<file path="src/rtl/calPkg.sv">
package calPkg;

  typedef struct packed {
    logic [7:0] year;
    logic [4:0] month;
    logic [5:0] date;
    logic [2:0] day;
    logic [5:0] hour;
    logic [6:0] min;
    logic [6:0] sec;
    logic [5:0] cent;
  } calTime_t;

  typedef struct packed {
    logic       commit;
    logic [2:0] off;
    logic [7:0] data;
  } busStrobe_t;

  localparam logic [2:0] OFF_CENT  = 3'd0;
  localparam logic [2:0] OFF_SEC   = 3'd1;
  localparam logic [2:0] OFF_MIN   = 3'd2;
  localparam logic [2:0] OFF_HOUR  = 3'd3;
  localparam logic [2:0] OFF_DAY   = 3'd4;
  localparam logic [2:0] OFF_DATE  = 3'd5;
  localparam logic [2:0] OFF_MONTH = 3'd6;
  localparam logic [2:0] OFF_YEAR  = 3'd7;

  localparam calTime_t TIME_RST = '{year: 8'h00, month: 5'h01, date: 6'h01,
                                    day: 3'h1, hour: 6'h00, min: 7'h00,
                                    sec: 7'h00, cent: 6'h00};

  function automatic logic [6:0] bcdVal(input logic [7:0] b);
    return 7'(b[7:4]) * 7'd10 + 7'(b[3:0]);
  endfunction

  function automatic logic [7:0] toBcd(input logic [6:0] v);
    return {4'(v / 7'd10), 4'(v % 7'd10)};
  endfunction

  function automatic logic [6:0] monthLen(input logic [4:0] mon, input logic [7:0] yr);
    logic [6:0] m;
    logic [6:0] y;
    m = bcdVal({3'b000, mon});
    y = bcdVal(yr);
    case (m)
      7'd2:                       return (y[1:0] == 2'b00) ? 7'd29 : 7'd28;
      7'd4, 7'd6, 7'd9, 7'd11:    return 7'd30;
      default:                    return 7'd31;
    endcase
  endfunction

  // one-second advance of the whole calendar chain
  function automatic calTime_t stepTime(input calTime_t t);
    calTime_t r;
    r = t;
    if (bcdVal({1'b0, t.sec}) >= 7'd59) begin
      r.sec = 7'h00;
      if (bcdVal({1'b0, t.min}) >= 7'd59) begin
        r.min = 7'h00;
        if (bcdVal({2'b00, t.hour}) >= 7'd23) begin
          r.hour = 6'h00;
          r.day  = (t.day >= 3'd7 || t.day == 3'd0) ? 3'd1 : t.day + 3'd1;
          if (bcdVal({2'b00, t.date}) >= monthLen(t.month, t.year)) begin
            r.date = 6'h01;
            if (bcdVal({3'b000, t.month}) >= 7'd12) begin
              r.month = 5'h01;
              if (bcdVal(t.year) >= 7'd99) begin
                r.year = 8'h00;
                r.cent = (bcdVal({2'b00, t.cent}) >= 7'd39) ? 6'h00
                         : 6'(toBcd(bcdVal({2'b00, t.cent}) + 7'd1));
              end else begin
                r.year = toBcd(bcdVal(t.year) + 7'd1);
              end
            end else begin
              r.month = 5'(toBcd(bcdVal({3'b000, t.month}) + 7'd1));
            end
          end else begin
            r.date = 6'(toBcd(bcdVal({2'b00, t.date}) + 7'd1));
          end
        end else begin
          r.hour = 6'(toBcd(bcdVal({2'b00, t.hour}) + 7'd1));
        end
      end else begin
        r.min = 7'(toBcd(bcdVal({1'b0, t.min}) + 7'd1));
      end
    end else begin
      r.sec = 7'(toBcd(bcdVal({1'b0, t.sec}) + 7'd1));
    end
    return r;
  endfunction

endpackage

</file>
<file path="src/rtl/calBusCtrl.sv">
module calBusCtrl
  import calPkg::*;
#(
  parameter int ADDR_W = 8
) (
  input  logic              clk,
  input  logic              rstN,
  input  logic              ceN,
  input  logic              oeN,
  input  logic              weN,
  input  logic [ADDR_W-1:0] addr,
  input  logic [7:0]        dataIn,
  output busStrobe_t        strb,
  output logic [2:0]        rdOff,
  output logic              dataOe
);

  localparam int HI_W = ADDR_W - 3;

  logic              wrAct;
  logic              wrActQ;
  logic [ADDR_W-1:0] addrQ;
  logic [7:0]        dataQ;
  logic              rdHit;
  logic              wrHitQ;

  assign wrAct  = !ceN && !weN;
  assign rdHit  = &addr[ADDR_W-1:ADDR_W-HI_W];
  assign wrHitQ = &addrQ[ADDR_W-1:ADDR_W-HI_W];
  assign rdOff  = addr[2:0];
  assign dataOe = !ceN && !oeN && weN && rdHit;

  always_ff @(posedge clk or negedge rstN) begin
    if (!rstN) begin
      wrActQ <= 1'b0;
      addrQ  <= '0;
      dataQ  <= '0;
    end else begin
      wrActQ <= wrAct;
      if (wrAct) begin
        addrQ <= addr;
        dataQ <= dataIn;
      end
    end
  end

  always_comb begin
    strb.commit = wrActQ && !wrAct && wrHitQ;
    strb.off    = addrQ[2:0];
    strb.data   = dataQ;
  end

endmodule

</file>
<file path="src/rtl/calDatapath.sv">
module calDatapath
  import calPkg::*;
#(
  parameter int TICKS_PER_SEC = 2
) (
  input  logic       clk,
  input  logic       rstN,
  input  logic       tick,
  input  logic       batFlag,
  input  busStrobe_t strb,
  input  logic [2:0] rdOff,
  output logic [7:0] rdByte,
  output logic       freqOut,
  output calTime_t   liveTime,
  output calTime_t   visTime,
  output logic       stopBit,
  output logic       wHold,
  output logic       rHold
);

  localparam int SUB_W = (TICKS_PER_SEC > 1) ? $clog2(TICKS_PER_SEC) : 1;
  localparam logic [SUB_W-1:0] SUB_LAST = SUB_W'(TICKS_PER_SEC - 1);
  localparam logic [SUB_W-1:0] SUB_HALF = SUB_W'(TICKS_PER_SEC / 2);

  calTime_t   live, stage, snap, loadVal;
  logic [SUB_W-1:0] subCnt;
  logic [2:0] spMonth, spDay;
  logic [1:0] spDate, spHour;
  logic       spMin, ftBit;
  logic       tickEn, secStep, loadLive, isCent;

  assign tickEn   = tick && !stopBit && !wHold;
  assign secStep  = tickEn && (subCnt == SUB_LAST);
  assign isCent   = strb.commit && (strb.off == OFF_CENT);
  assign loadLive = isCent && wHold && !strb.data[7];

  always_comb begin
    loadVal      = stage;
    loadVal.cent = strb.data[5:0];
  end

  // live counters and prescaler
  always_ff @(posedge clk or negedge rstN) begin
    if (!rstN) begin
      live   <= TIME_RST;
      snap   <= TIME_RST;
      subCnt <= '0;
    end else begin
      if (secStep)       live <= stepTime(live);
      else if (loadLive) live <= loadVal;
      if (!rHold) snap <= live;
      if (tickEn) subCnt <= (subCnt == SUB_LAST) ? '0 : subCnt + SUB_W'(1);
    end
  end

  // byte writes: control, spare and staged clock fields
  always_ff @(posedge clk or negedge rstN) begin
    if (!rstN) begin
      stage   <= TIME_RST;
      spMonth <= '0;
      spDate  <= '0;
      spDay   <= '0;
      spHour  <= '0;
      spMin   <= 1'b0;
      ftBit   <= 1'b0;
      stopBit <= 1'b0;
      wHold   <= 1'b0;
      rHold   <= 1'b0;
    end else if (strb.commit) begin
      case (strb.off)
        OFF_YEAR: begin
          if (wHold) stage.year <= strb.data;
        end
        OFF_MONTH: begin
          spMonth <= strb.data[7:5];
          if (wHold) stage.month <= strb.data[4:0];
        end
        OFF_DATE: begin
          spDate <= strb.data[7:6];
          if (wHold) stage.date <= strb.data[5:0];
        end
        OFF_DAY: begin
          ftBit <= strb.data[6];
          spDay <= strb.data[5:3];
          if (wHold) stage.day <= strb.data[2:0];
        end
        OFF_HOUR: begin
          spHour <= strb.data[7:6];
          if (wHold) stage.hour <= strb.data[5:0];
        end
        OFF_MIN: begin
          spMin <= strb.data[7];
          if (wHold) stage.min <= strb.data[6:0];
        end
        OFF_SEC: begin
          stopBit <= strb.data[7];
          if (wHold) stage.sec <= strb.data[6:0];
        end
        default: begin
          wHold <= strb.data[7];
          rHold <= strb.data[6];
          if (wHold) stage.cent <= strb.data[5:0];
          else if (strb.data[7]) stage <= live;
        end
      endcase
    end
  end

  assign visTime  = rHold ? snap : live;
  assign liveTime = live;
  assign freqOut  = ftBit && !stopBit && (subCnt < SUB_HALF);

  always_comb begin
    case (rdOff)
      OFF_YEAR:  rdByte = visTime.year;
      OFF_MONTH: rdByte = {spMonth, visTime.month};
      OFF_DATE:  rdByte = {spDate, visTime.date};
      OFF_DAY:   rdByte = {batFlag, ftBit, spDay, visTime.day};
      OFF_HOUR:  rdByte = {spHour, visTime.hour};
      OFF_MIN:   rdByte = {spMin, visTime.min};
      OFF_SEC:   rdByte = {stopBit, visTime.sec};
      default:   rdByte = {wHold, rHold, visTime.cent};
    endcase
  end

endmodule

</file>
<file path="src/rtl/calClockTop.sv">
module calClockTop
  import calPkg::*;
#(
  parameter int ADDR_W        = 8,
  parameter int TICKS_PER_SEC = 2
) (
  input  logic              clk,
  input  logic              rstN,
  input  logic              tick,
  input  logic              batFlag,
  input  logic              ceN,
  input  logic              oeN,
  input  logic              weN,
  input  logic [ADDR_W-1:0] addr,
  input  logic [7:0]        dataIn,
  output logic [7:0]        dataOut,
  output logic              dataOe,
  output logic              freqOut
);

  busStrobe_t strb;
  logic [2:0] rdOff;
  logic [7:0] rdByte;
  calTime_t   liveTime, visTime;
  logic       stopBit, wHold, rHold;

  calBusCtrl #(.ADDR_W(ADDR_W)) ctrl (
    .clk(clk), .rstN(rstN), .ceN(ceN), .oeN(oeN), .weN(weN),
    .addr(addr), .dataIn(dataIn), .strb(strb), .rdOff(rdOff), .dataOe(dataOe)
  );

  calDatapath #(.TICKS_PER_SEC(TICKS_PER_SEC)) dp (
    .clk(clk), .rstN(rstN), .tick(tick), .batFlag(batFlag), .strb(strb),
    .rdOff(rdOff), .rdByte(rdByte), .freqOut(freqOut), .liveTime(liveTime),
    .visTime(visTime), .stopBit(stopBit), .wHold(wHold), .rHold(rHold)
  );

  assign dataOut = dataOe ? rdByte : 8'h00;

endmodule

</file>
<file path="config.mk">
export PLATFORM = sky130hd
export DESIGN_NAME = calClockTop
export DESIGN_NICKNAME = d
export VERILOG_FILES = /design/src/rtl/calPkg.sv /design/src/rtl/calBusCtrl.sv /design/src/rtl/calDatapath.sv /design/src/rtl/calClockTop.sv
export SDC_FILE = /design/constraint.sdc
export NUM_CORES = 1
export LEC_CHECK = 0
export ABC_AREA = 1
export BUFFER_PORTS_ARGS = -buffer_cell sky130_fd_sc_hd__clkbuf_2
export CELL_PAD_IN_SITES_DETAIL_PLACEMENT = 1
export CELL_PAD_IN_SITES_GLOBAL_PLACEMENT = 2
export CORE_MARGIN = 1.5
export CORE_UTILIZATION = 29
export DETAILED_ROUTE_END_ITERATION = 12
export PLACE_DENSITY_LB_ADDON = 0.2
export REMOVE_ABC_BUFFERS = 1
export SLEW_MARGIN = 30
export SYNTH_ARGS = -nofsm -noshare
export SYNTH_HDL_FRONTEND = slang
export SYNTH_SLANG_ARGS = --single-unit
export TNS_END_PERCENT = 5
</file>
<file path="constraint.sdc">
create_clock -name clk -period 4 [get_ports clk]
set_input_delay 0.8 -clock clk [delete_from_list [all_inputs] [get_ports clk]]
set_output_delay 0.8 -clock clk [all_outputs]
set_load 0.005 [all_outputs]
</file>
== After elaboration in Yosys (flattened, before gate mapping) ==
Index checks and enable logic that the tools add are counted.

* Register bits: 171
* Input bits: 23
* Output and inout bits: 10
* Word-level logic and storage cells: 238

* $add $sub $neg: 16
* Multipliers: 7
* Div/mod/pow operators: 14
* $lt $le $gt $ge: 9
* Equality and inequality tests: 39
* Mux-type cells: 45
* Bitwise gates (word level): 8
* Reductions and logical operators: 64

{| class="wikitable"
|+ Operators by type and width
! operator !! number
|-
| $mux 48 || 4
|-
| $mux 6 || 10
|-
| $pmux 8 s7 || 1
|-
| $reduce_and 5->1 || 10
|-
| $add 7x1->7 const B || 7
|-
| $div 7x4->7 const B || 7
|-
| $mod 7x4->7 const B || 7
|-
| $mux 7 || 7
|-
| $mux 42 || 1
|-
| $pmux 7 s2 || 3
|-
| $reduce_or 6->1 || 7
|-
| $mux 35 || 1
|-
| $mux 8 || 4
|-
| $mux 28 || 1
|-
| $ne 2x2->1 const B || 13
|-
| $eq 3x3->1 const B || 8
|-
| $pmux 6 s2 || 2
|-
| $mux 22 || 1
|-
| $add 6x4->7 || 3
|-
| $add 7x4->7 || 3
|-
| $ge 7x6->1 const B || 3
|-
| $pmux 8 s2 || 1
|-
| $reduce_and 2->1 || 8
|-
| $reduce_bool 2->1 || 8
|-
| other kinds (37) || 82
|}

== Longest topological paths before layout ==
* Depth after elaboration: 15
* Gate-level depth with buffers: 30
* Depth with buffers taken out: 30

== By module ==
From an unflattened synthesis, not the netlist that was laid out.

* Cell total of the unflattened synthesis: 1591
* Area total of the unflattened synthesis: 11663.7 um^2

{| class="wikitable"
|+ By module, submodules not included
! module !! times used !! cells an instance !! area an instance (um^2) !! seq. area each (um^2)
|-
| calDatapath || 1 || 1485 || 10784.1 || 3865.0
|-
| calBusCtrl || 1 || 89 || 814.5 || 425.4
|-
| calClockTop || 1 || 17 || 65.1 || 0.0
|}

== Worst setup path after synthesis ==
Ideal clock, no wire load.

* Path kind: register to register
* Start: register dp.live, in the netlist dp.liveTime[45]
* End: register dp.live, in the netlist dp.liveTime[41]
* Data arrival time: 3.461 ns
* Required time: 3.923 ns
* Path slack: 0.462 ns
* Stages on the path, launching flop included: 29
* Path through: dfrtp_1 > ha_1 > ha_1 > fa_1 > nand2_1 > inv_1 > nand4_1 > nand2_1 > nand2_1 > nand2_1 > nand2_1 > nand2_1 > nand3_2 > o211ai_2 > nand2_2 > nand2_1 > nand3_1 > nand2_1 > nand2_1 > nand2_1 > nand2_1 > inv_1 > ha_1 > inv_1 > nand3_1 > nand3_2 > nand2_1 > nand3_1 > a21oi_1

* Longest elaborated chain between the ends: 11

{| class="wikitable"
|+ RTL lines
! item !! RTL line !! RTL
|-
| start, declared || calDatapath.sv:25 || <nowiki>calTime_t live, stage, snap, loadVal;</nowiki>
|-
| start signal, assigned || calDatapath.sv:49 || <nowiki>if (secStep) live <= stepTime(live);</nowiki>
|-
| start signal, assigned || calDatapath.sv:50 || <nowiki>else if (loadLive) live <= loadVal;</nowiki>
|-
| $mul 4x3->6 (*) || - ||
|-
| $add 7x4->7 (*) || - ||
|-
| $add 7x1->7 || calPkg.sv:73 || <nowiki>r.year = toBcd(bcdVal(t.year) + 7'd1);</nowiki>
|-
| $mod 7x4->7 || calPkg.sv:38 || <nowiki>return {4'(v / 7'd10), 4'(v % 7'd10)};</nowiki>
|-
| $mux 8 (*) || calPkg.sv:68 || <nowiki>if (bcdVal(t.year) >= 7'd99) begin</nowiki>
|-
| $mux 8 (*) || calPkg.sv:66 || <nowiki>if (bcdVal({3'b000, t.month}) >= 7'd12) begin</nowiki>
|-
| $mux 13 (*) || calPkg.sv:64 || <nowiki>if (bcdVal({2'b00, t.date}) >= monthLen(t.month, t.year)) begin</nowiki>
|-
| $mux 22 (*) || calPkg.sv:61 || <nowiki>if (bcdVal({2'b00, t.hour}) >= 7'd23) begin</nowiki>
|-
| $mux 28 (*) || calPkg.sv:59 || <nowiki>if (bcdVal({1'b0, t.min}) >= 7'd59) begin</nowiki>
|-
| $mux 35 (*) || calPkg.sv:57 || <nowiki>if (bcdVal({1'b0, t.sec}) >= 7'd59) begin</nowiki>
|-
| $mux 48 (*) || calDatapath.sv:49 ||
|}

Mark *: on every way between the ends. The rest lies on a longest branch, timed or not. The select of a mux whose other input is x is not followed.
A chain may end at the register's enable or synchronous reset.

== Worst setup path in the final report ==
* Start: register dp.live, in the netlist dp.liveTime[41]
* End: register dp.live, in the netlist dp.liveTime[41]

* Longest elaborated chain between the ends: 11

{| class="wikitable"
|+ RTL lines
! item !! RTL line !! RTL
|-
| $add 7x4->7 (*) || calPkg.sv:34 || <nowiki>return 7'(b[7:4]) * 7'd10 + 7'(b[3:0]);</nowiki>
|-
| branches (longest 10 deep; another with $add 7x1->7) || - ||
|}

Mark *: on every way between the ends. The select of a mux whose other input is x is not followed.

==> results.yml <==
global_routing:
  overflow: 0
  antenna_found_initial: 0
  grt_usage_pct: 18.4
  grt_pass1_wl_um: 60100
  grt_start_max_net_pins: 63
  grt_pass1_vias: 11000
floorplanning:
  die_area_um2: 41200
  std_cell_rows: 73
  die_h_um: 203
  initial_core_util_pct: 29.3
  pin_count: 33
  die_width_um: 203
  coreArea_um2: 39600
timing:
  fmax_ghz: 0.264
  finalCritPeriodShare_pct: 94.5
  rsz0062_at_grt: "yes"
  whs_ps: 316
  max_slew.worst_pin.slew_ps: 806
  finalSetupViolCount: 0
  fin_crit_ps: 3780
  maxSlewViolCount: 0
  hold_viol: 0
  slew_headroom_pct: 46.2
  skew_ps: 14.8
synth:
  synth-main-ff-cell: "dfrtp_1"
  avgSynthCellArea_um2: 7.29
  netlist_area_um2: 11600
  synth.most_common_cell: "nand2_1"
  synth-seq-cells: 171
  yosysUniqueCellTypes: 58
  synth_top_cell_by_area: "dfrtp_1"
  yosysWarnings: 0
  synth_top_area_share_pct: 34.9
  synth_area_leaders: "dfrtp_1 (35%), nand2_1 (16%), ha_1 (7.3%)"
  synthTopCellsByCount: "nand2_1 (507), inv_1 (172), dfrtp_1 (162)"
  synth_seq_area_share_pct: 37.0
  syn_inst: 1592
  synth-edff-count: 0
  synthArstFlopShare_pct: 100
layout:
  multi_input_area_um2: 6690
  drive_gt1_share_pct: 14.2
  layout.nets: 1749
  fillers: 4942
  area_growth_pct: 16.0
  final_cells: 2189
  n_antenna_cell: 0
  seqCellArea_um2: 4300
  fin_area_um2: 13500
cts:
  h-tree-depth: 4
  ctsRootBufferMaster: "clkbuf_16"
  cts_inserted_buffers: 17
  cts.sinks: 171
  cts_tree: "done"
  clk_latency_ps: 450
  cts.clk_slew.worst_paths_ps: 80
  clock_path_buffers: 2
job:
  drv_cap: 0
drt:
  dr.pass1.iters: 6
  vias_per_cell: 4.86
  drt_iter0_drc: 479
  via_count: 10600
  routedWlPerCell_um: 16.9
  drc: 0
  routed_wirelength_um: 37000
  route.antenna.remaining_nets: 0
place:
  io_buffer_count: 32
  placed_area_um2: 12500
  dpl.cell_count: 2144
  place.gp.congestion: 0.803
  dp_hpwl_um: 28300
power_and_ir_drop:
  leakage_nw: 6.49
  p_per_area_nw_per_um2: 729
  ir_drop_mv: 0.291
critical_path:
  worstPathArrival_ps: 4160
  crit_path_max_fanout: 5
  endpoint_kind: "flip-flop"
  cp.required_ps: 4380
  start_kind: "flip-flop"
  crit_type: "flip-flop to flip-flop"
outcome:
  status: "finished clean"
min_path:
  hp-class: "primary input to async pin"
[metal layers]
| metal | share of wire (%) | global-route usage [%] |
|---|---|---|
| met1 | 49 | 24.7 |
| met2 | 49 | 31.6 |
| met3 | 1.1 | 2.04 |
| met4 | 1.6 | 4.50 |
| met5 | 0 | 0 |
[metrics by stage]
stage	utilization (%)	setup TNS (ps)	power [mW]	worst slack [ps]
after global routing	34.0	-281	10.9	-91.4
after global placement	31.6	0	7.46	206
after CTS	33.2	0	9.42	31.0
after floorplan	-	0	6.31	359
final	34.0	0	9.82	218
after detailed placement	31.7	0	7.64	20.2
[path summary, 6_finish.rpt]
kind	startpoint	endpoint	slack (ps)	depth (start not counted)
max in group asynchronous	rstN	dp.snap[35]	2880	2
min in group clk	dp.snap[3]	dp.snap[3]	480	2
worst min-delay path	rstN	dp.liveTime[24]	320	1
worst max-delay path	dp.liveTime[41]	dp.liveTime[41]	220	24
worst min register to register	dp.snap[3]	dp.snap[3]	480	2
worst max register to register	dp.liveTime[41]	dp.liveTime[41]	220	24
[registers in the layout, indices dropped and copies added, names as in the netlist]
register and flops:
dp.rHold 1, dp.wHold 1, dp.subCnt 1, dp.stopBit 1, dp.spMin 1, dp.spDay 3, dp.spMonth 3, ctrl.addrQ 8
ctrl.dataQ 8, dp.snap 48, dp.ftBit 1, ctrl.wrActQ 1, dp.spHour 2, dp.loadVal 42, dp.liveTime 48, dp.spDate 2
[final cells by class]
type / instances / share of cell area (%)
clock inverters: 15 / 1.27
inverters: 190 / 5.33
flip-flops and latches: 171 / 31.9
multi-input cells: 1197 / 49.7
repair buffers: 74 / 3.77
clock buffers: 17 / 3.16
well taps: 525 / 4.88
[cells by family after synthesis]
logic type	count (synthesis)	synth area share (%)
xor+xnor	19	1.76
fa+ha+maj	75	8.54
simple gates	790	29.6
flops	171	37.0
buf+inv	224	7.30
compound gates	311	15.7
mux	2	0.194
[cell usage in the layout (no fill, tap or decap), types with 4 or more instances in the layout]
cell type | Yosys | routed
a31oi_1 | 15 | 15
o211ai_1 | 11 | 11
o22ai_1 | 4 | 4
xnor2_1 | 6 | 5
inv_8 | 0 | 5
dfrtp_1 | 162 | 156
nand4_1 | 27 | 27
o21ai_0 | 149 | 149
buf_4 | 0 | 38
o21ai_2 | 5 | 7
dfrtp_2 | 0 | 6
nand2_1 | 507 | 493
nor2_2 | 4 | 10
nor3_1 | 12 | 11
inv_1 | 172 | 170
clkbuf_16 | 0 | 17
a22oi_1 | 19 | 19
nor2_8 | 4 | 4
a21oi_2 | 1 | 6
o21ai_1 | 13 | 11
inv_2 | 12 | 14
nand2_2 | 12 | 25
fa_1 | 7 | 4
nand3_1 | 105 | 100
inv_6 | 0 | 5
ha_4 | 0 | 4
clkbuf_2 | 0 | 31
xor2_1 | 8 | 8
a221oi_1 | 9 | 9
nand3_2 | 8 | 10
ha_1 | 68 | 62
a41oi_1 | 4 | 4
dfstp_2 | 9 | 9
a21oi_1 | 62 | 57
nand3b_1 | 6 | 6
clkinv_1 | 4 | 4
nor2_1 | 94 | 88
[worst max-delay path: stages, from the launching register on]
cell	delay [ps]
dfrtp_1	460
ha_1	280
fa_1	440
nand2_1	90
nand2_1	150
nor2_1	170
nand3_1	140
xor2_2	350
nand3_4	160
o211ai_4	130
nand2_2	130
nand2_2	90
nand3_2	100
nand2_2	120
nand2_4	60
nand2_2	80
nand2_2	50
inv_2	70
ha_4	130
inv_2	40
nand3_4	90
nand3_4	90
nand2_2	90
nand3_2	70
a21oi_2	140
[timing repair]
item / CTS / global route
setup endpoints to repair: 0 / 21
gates resized for setup: 0 / 55
endpoints found under the hold margin: 0 / 0
buffers inserted: 0 / 13
hold buffers: 0 / 0
[where the power goes]
| group | switching, mW | leakage, nW | internal, mW |
|---|---|---|---|
| clock | 0.829 | 0.292 | 0.897 |
| sequential | 0.326 | 2.17 | 2.08 |
| combinational | 3.66 | 4.03 | 2.02 |
Note: power is estimated with default switching activity, not from simulation.
